[config.mk]
export PLATFORM = sky130hd
export DESIGN_NAME = i2cBusRecover
export DESIGN_NICKNAME = d
export VERILOG_FILES = /design/src/rtl/i2cRecoverPkg.sv /design/src/rtl/i2cLineSync.sv /design/src/rtl/i2cUsTimer.sv /design/src/rtl/i2cRecoverDatapath.sv /design/src/rtl/i2cRecoverControl.sv /design/src/rtl/i2cBusRecover.sv
export SDC_FILE = /design/constraint.sdc
export NUM_CORES = 1
export LEC_CHECK = 0
export BUFFER_PORTS_ARGS = -buffer_cell sky130_fd_sc_hd__buf_2
export CAP_MARGIN = 10
export CORE_ASPECT_RATIO = 2
export CORE_UTILIZATION = 40
export DETAILED_ROUTE_END_ITERATION = 10
export GPL_TIMING_DRIVEN = 0
export PLACE_DENSITY = 0.64
export SLEW_MARGIN = 10
export SYNTH_ARGS = -nofsm -noshare
export SYNTH_HDL_FRONTEND = slang
export SYNTH_SLANG_ARGS = --single-unit
[constraint.sdc]
create_clock -name clk -period 1.95 [get_ports clk]
set_input_delay 0.585 -clock clk [delete_from_list [all_inputs] [get_ports clk]]
set_output_delay 0.585 -clock clk [all_outputs]
set_load 0.05 [all_outputs]
[src/rtl/i2cRecoverPkg.sv]
package i2cRecoverPkg;

  typedef enum logic [3:0] {
    ST_IDLE,
    ST_CLEAR,
    ST_POLL,
    ST_POLL_WAIT,
    ST_SRST,
    ST_CHECK,
    ST_PULSE_LO,
    ST_PULSE_HI,
    ST_START_HOLD,
    ST_STOP_HOLD,
    ST_SETTLE,
    ST_DONE
  } recState_e;

  typedef enum logic [1:0] {
    DLY_POLL,
    DLY_HALF,
    DLY_HOLD,
    DLY_SETTLE
  } dlySel_e;

  // control -> datapath strobes
  typedef struct packed {
    logic    timerLoad;
    dlySel_e dlySel;
    logic    pollInc;
    logic    pulseInc;
    logic    cntClear;
    logic    sclPull;
    logic    sclRelease;
    logic    sdaPull;
    logic    sdaRelease;
    logic    rstAssert;
    logic    rstRelease;
  } recStrobe_t;

  // datapath -> control conditions
  typedef struct packed {
    logic timerDone;
    logic pollLast;
    logic pulseLast;
    logic linesHigh;
  } recStatus_t;

endpackage

[src/rtl/i2cLineSync.sv]
module i2cLineSync #(
  parameter int WIDTH = 2,
  parameter int STAGES = 2,
  parameter logic RESET_VAL = 1'b1
) (
  input  logic             clk,
  input  logic             rstN,
  input  logic [WIDTH-1:0] asyncIn,
  output logic [WIDTH-1:0] syncOut
);

  logic [STAGES-1:0][WIDTH-1:0] chain;

  generate
    for (genvar s = 0; s < STAGES; s++) begin : g_stage
      always_ff @(posedge clk) begin
        if (!rstN) begin
          chain[s] <= {WIDTH{RESET_VAL}};
        end else begin
          if (s == 0) chain[s] <= asyncIn;
          else        chain[s] <= chain[(s == 0) ? 0 : s - 1];
        end
      end
    end
  endgenerate

  assign syncOut = chain[STAGES-1];

endmodule

[src/rtl/i2cUsTimer.sv]
module i2cUsTimer #(
  parameter int CLK_PER_US = 100,
  parameter int CNT_W = 10
) (
  input  logic             clk,
  input  logic             rstN,
  input  logic             load,
  input  logic [CNT_W-1:0] loadVal,
  output logic             done
);

  localparam int PRE_W = (CLK_PER_US > 1) ? $clog2(CLK_PER_US) : 1;
  localparam logic [PRE_W-1:0] PRE_LAST = PRE_W'(CLK_PER_US - 1);

  logic [PRE_W-1:0] preCnt;
  logic [CNT_W-1:0] usLeft;
  logic             usTick;

  assign usTick = (preCnt == PRE_LAST);

  always_ff @(posedge clk) begin
    if (!rstN) begin
      preCnt <= '0;
      usLeft <= '0;
    end else if (load) begin
      preCnt <= '0;
      usLeft <= loadVal;
    end else if (usLeft != '0) begin
      if (usTick) begin
        preCnt <= '0;
        usLeft <= usLeft - 1'b1;
      end else begin
        preCnt <= preCnt + 1'b1;
      end
    end
  end

  assign done = (usLeft == '0);

endmodule

[src/rtl/i2cRecoverDatapath.sv]
module i2cRecoverDatapath
  import i2cRecoverPkg::*;
#(
  parameter int CLK_PER_US = 100,
  parameter int POLL_LIMIT = 10,
  parameter int POLL_WAIT_US = 500,
  parameter int PULSE_LIMIT = 10,
  parameter int HALF_US = 100,
  parameter int HOLD_US = 1000,
  parameter int SETTLE_US = 1000,
  parameter int SYNC_STAGES = 2
) (
  input  logic       clk,
  input  logic       rstN,
  input  recStrobe_t stb,
  input  logic       sclIn,
  input  logic       sdaIn,
  output recStatus_t stat,
  output logic       ctrlSoftReset,
  output logic       sclDriveLow,
  output logic       sdaDriveLow
);

  function automatic int maxOf2(input int a, input int b);
    return (a > b) ? a : b;
  endfunction

  localparam int MAX_DLY = maxOf2(maxOf2(POLL_WAIT_US, HALF_US), maxOf2(HOLD_US, SETTLE_US));
  localparam int CNT_W = $clog2(MAX_DLY + 1);
  localparam int POLL_W = $clog2(POLL_LIMIT + 1);
  localparam int PULSE_W = $clog2(PULSE_LIMIT + 1);

  logic [1:0]         lineSync;
  logic [CNT_W-1:0]   dlyVal;
  logic [POLL_W-1:0]  pollCnt;
  logic [PULSE_W-1:0] pulseCnt;
  logic               timerDone;

  i2cLineSync #(
    .WIDTH(2),
    .STAGES(SYNC_STAGES),
    .RESET_VAL(1'b1)
  ) sync_i (
    .clk(clk),
    .rstN(rstN),
    .asyncIn({sclIn, sdaIn}),
    .syncOut(lineSync)
  );

  always_comb begin
    unique case (stb.dlySel)
      DLY_POLL: dlyVal = CNT_W'(POLL_WAIT_US);
      DLY_HALF: dlyVal = CNT_W'(HALF_US);
      DLY_HOLD: dlyVal = CNT_W'(HOLD_US);
      default:  dlyVal = CNT_W'(SETTLE_US);
    endcase
  end

  i2cUsTimer #(
    .CLK_PER_US(CLK_PER_US),
    .CNT_W(CNT_W)
  ) timer_i (
    .clk(clk),
    .rstN(rstN),
    .load(stb.timerLoad),
    .loadVal(dlyVal),
    .done(timerDone)
  );

  always_ff @(posedge clk) begin
    if (!rstN) begin
      pollCnt  <= '0;
      pulseCnt <= '0;
    end else if (stb.cntClear) begin
      pollCnt  <= '0;
      pulseCnt <= '0;
    end else begin
      if (stb.pollInc)  pollCnt  <= pollCnt + 1'b1;
      if (stb.pulseInc) pulseCnt <= pulseCnt + 1'b1;
    end
  end

  always_ff @(posedge clk) begin
    if (!rstN) begin
      ctrlSoftReset <= 1'b0;
      sclDriveLow   <= 1'b0;
      sdaDriveLow   <= 1'b0;
    end else begin
      if (stb.rstAssert)       ctrlSoftReset <= 1'b1;
      else if (stb.rstRelease) ctrlSoftReset <= 1'b0;
      if (stb.sclPull)         sclDriveLow <= 1'b1;
      else if (stb.sclRelease) sclDriveLow <= 1'b0;
      if (stb.sdaPull)         sdaDriveLow <= 1'b1;
      else if (stb.sdaRelease) sdaDriveLow <= 1'b0;
    end
  end

  assign stat.timerDone = timerDone;
  assign stat.pollLast  = (pollCnt == POLL_W'(POLL_LIMIT - 1));
  assign stat.pulseLast = (pulseCnt == PULSE_W'(PULSE_LIMIT));
  assign stat.linesHigh = lineSync[1] & lineSync[0];

endmodule

[src/rtl/i2cRecoverControl.sv]
module i2cRecoverControl
  import i2cRecoverPkg::*;
(
  input  logic       clk,
  input  logic       rstN,
  input  logic       startPulse,
  input  logic       pendingIn,
  input  recStatus_t stat,
  output recStrobe_t stb,
  output logic       busy,
  output logic       clearSticky,
  output logic       donePulse
);

  recState_e state, nextState;

  always_ff @(posedge clk) begin
    if (!rstN) state <= ST_IDLE;
    else       state <= nextState;
  end

  always_comb begin
    nextState = state;
    stb = '0;
    unique case (state)
      ST_IDLE: begin
        if (startPulse) nextState = ST_CLEAR;
      end
      ST_CLEAR: begin
        stb.cntClear = 1'b1;
        nextState = ST_POLL;
      end
      ST_POLL: begin
        if (!pendingIn || stat.pollLast) begin
          stb.rstAssert = 1'b1;
          nextState = ST_SRST;
        end else begin
          stb.pollInc = 1'b1;
          stb.timerLoad = 1'b1;
          stb.dlySel = DLY_POLL;
          nextState = ST_POLL_WAIT;
        end
      end
      ST_POLL_WAIT: begin
        if (stat.timerDone) nextState = ST_POLL;
      end
      ST_SRST: begin
        stb.sclRelease = 1'b1;
        stb.sdaRelease = 1'b1;
        stb.cntClear = 1'b1;
        nextState = ST_CHECK;
      end
      ST_CHECK: begin
        if (stat.linesHigh || stat.pulseLast) begin
          stb.sdaPull = 1'b1;
          stb.timerLoad = 1'b1;
          stb.dlySel = DLY_HOLD;
          nextState = ST_START_HOLD;
        end else begin
          stb.sclPull = 1'b1;
          stb.pulseInc = 1'b1;
          stb.timerLoad = 1'b1;
          stb.dlySel = DLY_HALF;
          nextState = ST_PULSE_LO;
        end
      end
      ST_PULSE_LO: begin
        if (stat.timerDone) begin
          stb.sclRelease = 1'b1;
          stb.timerLoad = 1'b1;
          stb.dlySel = DLY_HALF;
          nextState = ST_PULSE_HI;
        end
      end
      ST_PULSE_HI: begin
        if (stat.timerDone) nextState = ST_CHECK;
      end
      ST_START_HOLD: begin
        if (stat.timerDone) begin
          stb.sdaRelease = 1'b1;
          stb.timerLoad = 1'b1;
          stb.dlySel = DLY_HOLD;
          nextState = ST_STOP_HOLD;
        end
      end
      ST_STOP_HOLD: begin
        if (stat.timerDone) begin
          stb.rstRelease = 1'b1;
          stb.timerLoad = 1'b1;
          stb.dlySel = DLY_SETTLE;
          nextState = ST_SETTLE;
        end
      end
      ST_SETTLE: begin
        if (stat.timerDone) nextState = ST_DONE;
      end
      ST_DONE: begin
        nextState = ST_IDLE;
      end
      default: nextState = ST_IDLE;
    endcase
  end

  assign busy        = (state != ST_IDLE);
  assign clearSticky = (state == ST_CLEAR);
  assign donePulse   = (state == ST_DONE);

endmodule

[src/rtl/i2cBusRecover.sv]
module i2cBusRecover
  import i2cRecoverPkg::*;
#(
  parameter int CLK_PER_US = 100,
  parameter int POLL_LIMIT = 10,
  parameter int POLL_WAIT_US = 500,
  parameter int PULSE_LIMIT = 10,
  parameter int HALF_US = 100,
  parameter int HOLD_US = 1000,
  parameter int SETTLE_US = 1000,
  parameter int SYNC_STAGES = 2
) (
  input  logic clk,
  input  logic rstN,
  input  logic startPulse,
  input  logic pendingIn,
  input  logic sclIn,
  input  logic sdaIn,
  output logic busy,
  output logic donePulse,
  output logic clearSticky,
  output logic ctrlSoftReset,
  output logic sclDriveLow,
  output logic sdaDriveLow
);

  recStrobe_t stb;
  recStatus_t stat;

  i2cRecoverControl ctrl_i (
    .clk(clk),
    .rstN(rstN),
    .startPulse(startPulse),
    .pendingIn(pendingIn),
    .stat(stat),
    .stb(stb),
    .busy(busy),
    .clearSticky(clearSticky),
    .donePulse(donePulse)
  );

  i2cRecoverDatapath #(
    .CLK_PER_US(CLK_PER_US),
    .POLL_LIMIT(POLL_LIMIT),
    .POLL_WAIT_US(POLL_WAIT_US),
    .PULSE_LIMIT(PULSE_LIMIT),
    .HALF_US(HALF_US),
    .HOLD_US(HOLD_US),
    .SETTLE_US(SETTLE_US),
    .SYNC_STAGES(SYNC_STAGES)
  ) dp_i (
    .clk(clk),
    .rstN(rstN),
    .stb(stb),
    .sclIn(sclIn),
    .sdaIn(sdaIn),
    .stat(stat),
    .ctrlSoftReset(ctrlSoftReset),
    .sclDriveLow(sclDriveLow),
    .sdaDriveLow(sdaDriveLow)
  );

endmodule

==> impl_results.md <==
- Run status: finished, violations left
- Violated checks: negative setup slack
- Most numerous cell in the Yosys netlist: sky130_fd_sc_hd__dfxtp_1
- # nets final: 259
- Setup slack after placement: -89.1 ps
- Dominant cells by area after synthesis: sky130_fd_sc_hd__dfxtp_1 37%, sky130_fd_sc_hd__nor2_1 5.2%, sky130_fd_sc_hd__a21oi_1 4.8%, sky130_fd_sc_hd__ha_1 4.5%, sky130_fd_sc_hd__xnor2_1 4.5%
- Post-detailed-routing wire length: 4400 um
- Post-synth top area share: 0.367
- Post-detailed-route count of antenna-violating nets: 0
- Worst setup SP type: flop
- Number of max-slew violations in the final report: 0
- Drt pass-1 iters: 4
- Max stage delay cell, worst path: sky130_fd_sc_hd__or4_4
- Setup violators final: 1
- Number of enable flip-flop cells after synthesis: 0
- VDD IR max: 0.420 mV
- Clk pin slew, worst setup/hold paths: 80 ps
- Number of antenna violations at the first check in global routing: 0
- Number of cells after detailed placement: 292
- Final period util: 1.00
- Part of the total power dissipated in combinational logic: 0.251
- GPL Wtd Cong: 0.864
- Overall via count from detail_route: 1,656
- Critical path required time: 1360 ps
- Synthesis Warnings: 0
- Total count of hold-check failures in the final report: 0
- Finished Layout Cells: 302
- Net Count, Synth: 239
- End-of-flow core utilization: 0.492
- Pin count of the biggest net entering global routing: 13
- Final WS setup: -4.38 ps
- Crit path largest cell delay: 540 ps
- Compound-cell area share of the yosys netlist: 0.136
- Initial standard-cell utilization of the core: 0.423
- Port buffer count: 11
- Clock period minus final worst setup slack: 1950 ps
- Max Root-Sink Buffers: 2
- Die outline width: 51.5 um
- Critical Path, Cell by Cell: or4_4 -> buf_8
- CP Data Arrival Time: 1370 ps
- Clk Latency, worst-skew pair: 290 ps
- Placed standard-cell area: 2100 um^2
- Fin Setup TNS: -4.38 ps
- Synth cell types: 52
- Global-route wire length before repair: 7290 um
- #FFs+latches synth: 36
- Remaining global-route overflow: 0
- Worst clock skew: 9.59 ps
- Category of the most critical setup path: flop to output pin
- Cell taking the most area after synthesis: sky130_fd_sc_hd__dfxtp_1
- P per Cell Area: 791 nW/um^2
- Sequential share of the synthesized area: 0.367
- Synthesized-area fraction occupied by adder cells: 0.0446
- Number of max-cap violations: 0
- Simple-gate share of the synthesized area: 0.321
- Hold bufs inserted after CTS: 0
- Type of the tightest min-delay check: flop to flop
- Leading post-synthesis cells by instance count: 36 x sky130_fd_sc_hd__dfxtp_1, 27 x sky130_fd_sc_hd__nor2_1, 19 x sky130_fd_sc_hd__a21oi_1, 19 x sky130_fd_sc_hd__nand2_1, 11 x sky130_fd_sc_hd__nand3_1
- DRC Markers: 0
- Core Footprint: 4640 um^2
- Number of clock sinks seen by CTS: 36
- Register-to-register setup slack: 80 ps
- Setup crit end kind: output pin
- Internal Pwr Total: 1.20 mW
- Lkg Pwr: 0.862 nW
- Main flop type after synthesis: sky130_fd_sc_hd__dfxtp_1
- Total chip power: 1.81 mW
- Full die area: 5210 um^2
- Synthesized netlist cell count: 226
- Via count of the first global-routing pass: 1,610
- Per-cell via count in the routed design: 5.48
- Sw Ratio: 0.334
- Power share of the clock group: 0.297
- Main combinational cell family by area after synthesis: simple AND/OR/NAND/NOR gates
- Unrepaired setup endpoints after global routing: yes
- Mean cell area of the mapped netlist: 8.68 um^2
- Count of H-tree levels built during CTS: 2
- Flop pwr share: 0.452
- Sum of net half-perimeters after detailed placement: 3250 um
- Xor-xnor portion of the synthesized cell area: 0.0848
- Slew Limit Headroom: 0.680
- Fraction of synthesized area in multiplexers: 0.00574
- CTS tree: yes
- Area growth syn-to-layout: 16.5%
- Maximum clock frequency: 512 MHz
- Wirelength per Cell: 14.6 um
- Worst Tran Pin Value: 480 ps
- Standard-cell row count: 35
- Clock buffer count from CTS: 5
- Minimum hold slack: 411 ps
- Net Switching: 605 uW
- Buffer cell driving the clock tree root: sky130_fd_sc_hd__clkbuf_8
- I/O pin cnt: 12
- Proportion of register bits with asynchronous set or reset after synthesis: 0
- Worst-path maximum fanout: 3
- Share of layout cells above drive strength 1: 0.215
- All-Layer GR Usage: 0.189
- Combined area of all synthesized cells: 1960 um^2
- Violation count after the first detailed-route iteration: 28
- Height of the die: 101 um
- Final design area excluding fillers: 2290 um^2
- N_diodes: 0
==> final timing paths <==
check | depth (start not counted) | to | from
worst min-delay path | 1 | dp_i.sync_i.syncOut[1] | dp_i.sync_i.chain[1]
worst min register to register | 1 | dp_i.sync_i.syncOut[1] | dp_i.sync_i.chain[1]
worst max register to register | 6 | dp_i.pulseCnt[3] | ctrl_i.state[3]
worst max-delay path | 2 | busy | ctrl_i.state[2]
==> kinds of logic (layout without fill, tap and decap cells) <==
family,Yosys count,in the layout
compound gates,45,45
xor+xnor,19,19
fa+ha+maj,7,7
buf+inv,17,38
flops,36,36
mux,1,1
simple gates,101,101
==> state kept, by name, summed over array words and instances, names as in the netlist <==
signal               count
dp_i.sclDriveLow         1
dp_i.sync_i.chain        2
dp_i.sync_i.syncOut      2
dp_i.pollCnt             4
dp_i.timer_i.usLeft     10
dp_i.timer_i.preCnt      7
dp_i.ctrlSoftReset       1
ctrl_i.state             4
dp_i.pulseCnt            4
dp_i.sdaDriveLow         1
==> power by group through the flow <==
stage,clock (mW),combinational [mW],sequential [mW]
3_5_place_dp,0,0.407,0.834
6_report,0.538,0.454,0.817
4_1_cts,0.550,0.445,0.816
3_3_place_gp,0,0.406,0.833
5_1_grt,0.570,0.492,0.822
2_1_floorplan,0,0.317,0.830
==> critical path, delay by kind of cell (launching register included) <==
family | cells | cell delay, ps
DFF | 1 | 360
buffers and inverters | 1 | 170
and+or+nand+nor | 1 | 540
==> placed cells by master, fill, tap and decap left out, types with 3 or more instances in the layout <==
cell	instances
sky130_fd_sc_hd__a211oi_1	3
sky130_fd_sc_hd__a21oi_1	19
sky130_fd_sc_hd__and3_1	6
sky130_fd_sc_hd__buf_2	10
sky130_fd_sc_hd__buf_4	6
sky130_fd_sc_hd__clkbuf_8	7
sky130_fd_sc_hd__dfxtp_1	33
sky130_fd_sc_hd__ha_1	7
sky130_fd_sc_hd__inv_1	7
sky130_fd_sc_hd__nand2_1	17
sky130_fd_sc_hd__nand2_2	3
sky130_fd_sc_hd__nand2b_1	4
sky130_fd_sc_hd__nand3_1	11
sky130_fd_sc_hd__nand4_1	5
sky130_fd_sc_hd__nor2_1	27
sky130_fd_sc_hd__o21ai_0	8
sky130_fd_sc_hd__o21ai_1	3
sky130_fd_sc_hd__xnor2_1	10
sky130_fd_sc_hd__xor2_1	9
==> routing by layer <==
layer,GRT usage,vias up,part of all wire
met2,0.373,27,0.59
met5,0,-,0
met3,0.0287,8,0.022
met4,0.0894,0,0.020
li1,-,835,-
met1,0.177,786,0.37
==> timing repair <==
action | 4_1_cts | 5_1_grt
setup buffers | 3 | 0
gates resized for setup | 21 | 10
cloned | 0 | 0
pin swaps | 1 | 0
endpoints found under the setup margin | 3 | 12
==> area by class of cell <==
type	count	area [um^2]
flip-flops and latches	36	729
well taps	55	68.8
inverters	8	30.0
plain buffers	8	67.6
fillers	492	2360
clock buffers	5	68.8
repair buffers	14	96.3
clock inverters	3	18.8
multi-input cells	173	1210
Note: power is estimated with default switching activity, not from simulation.
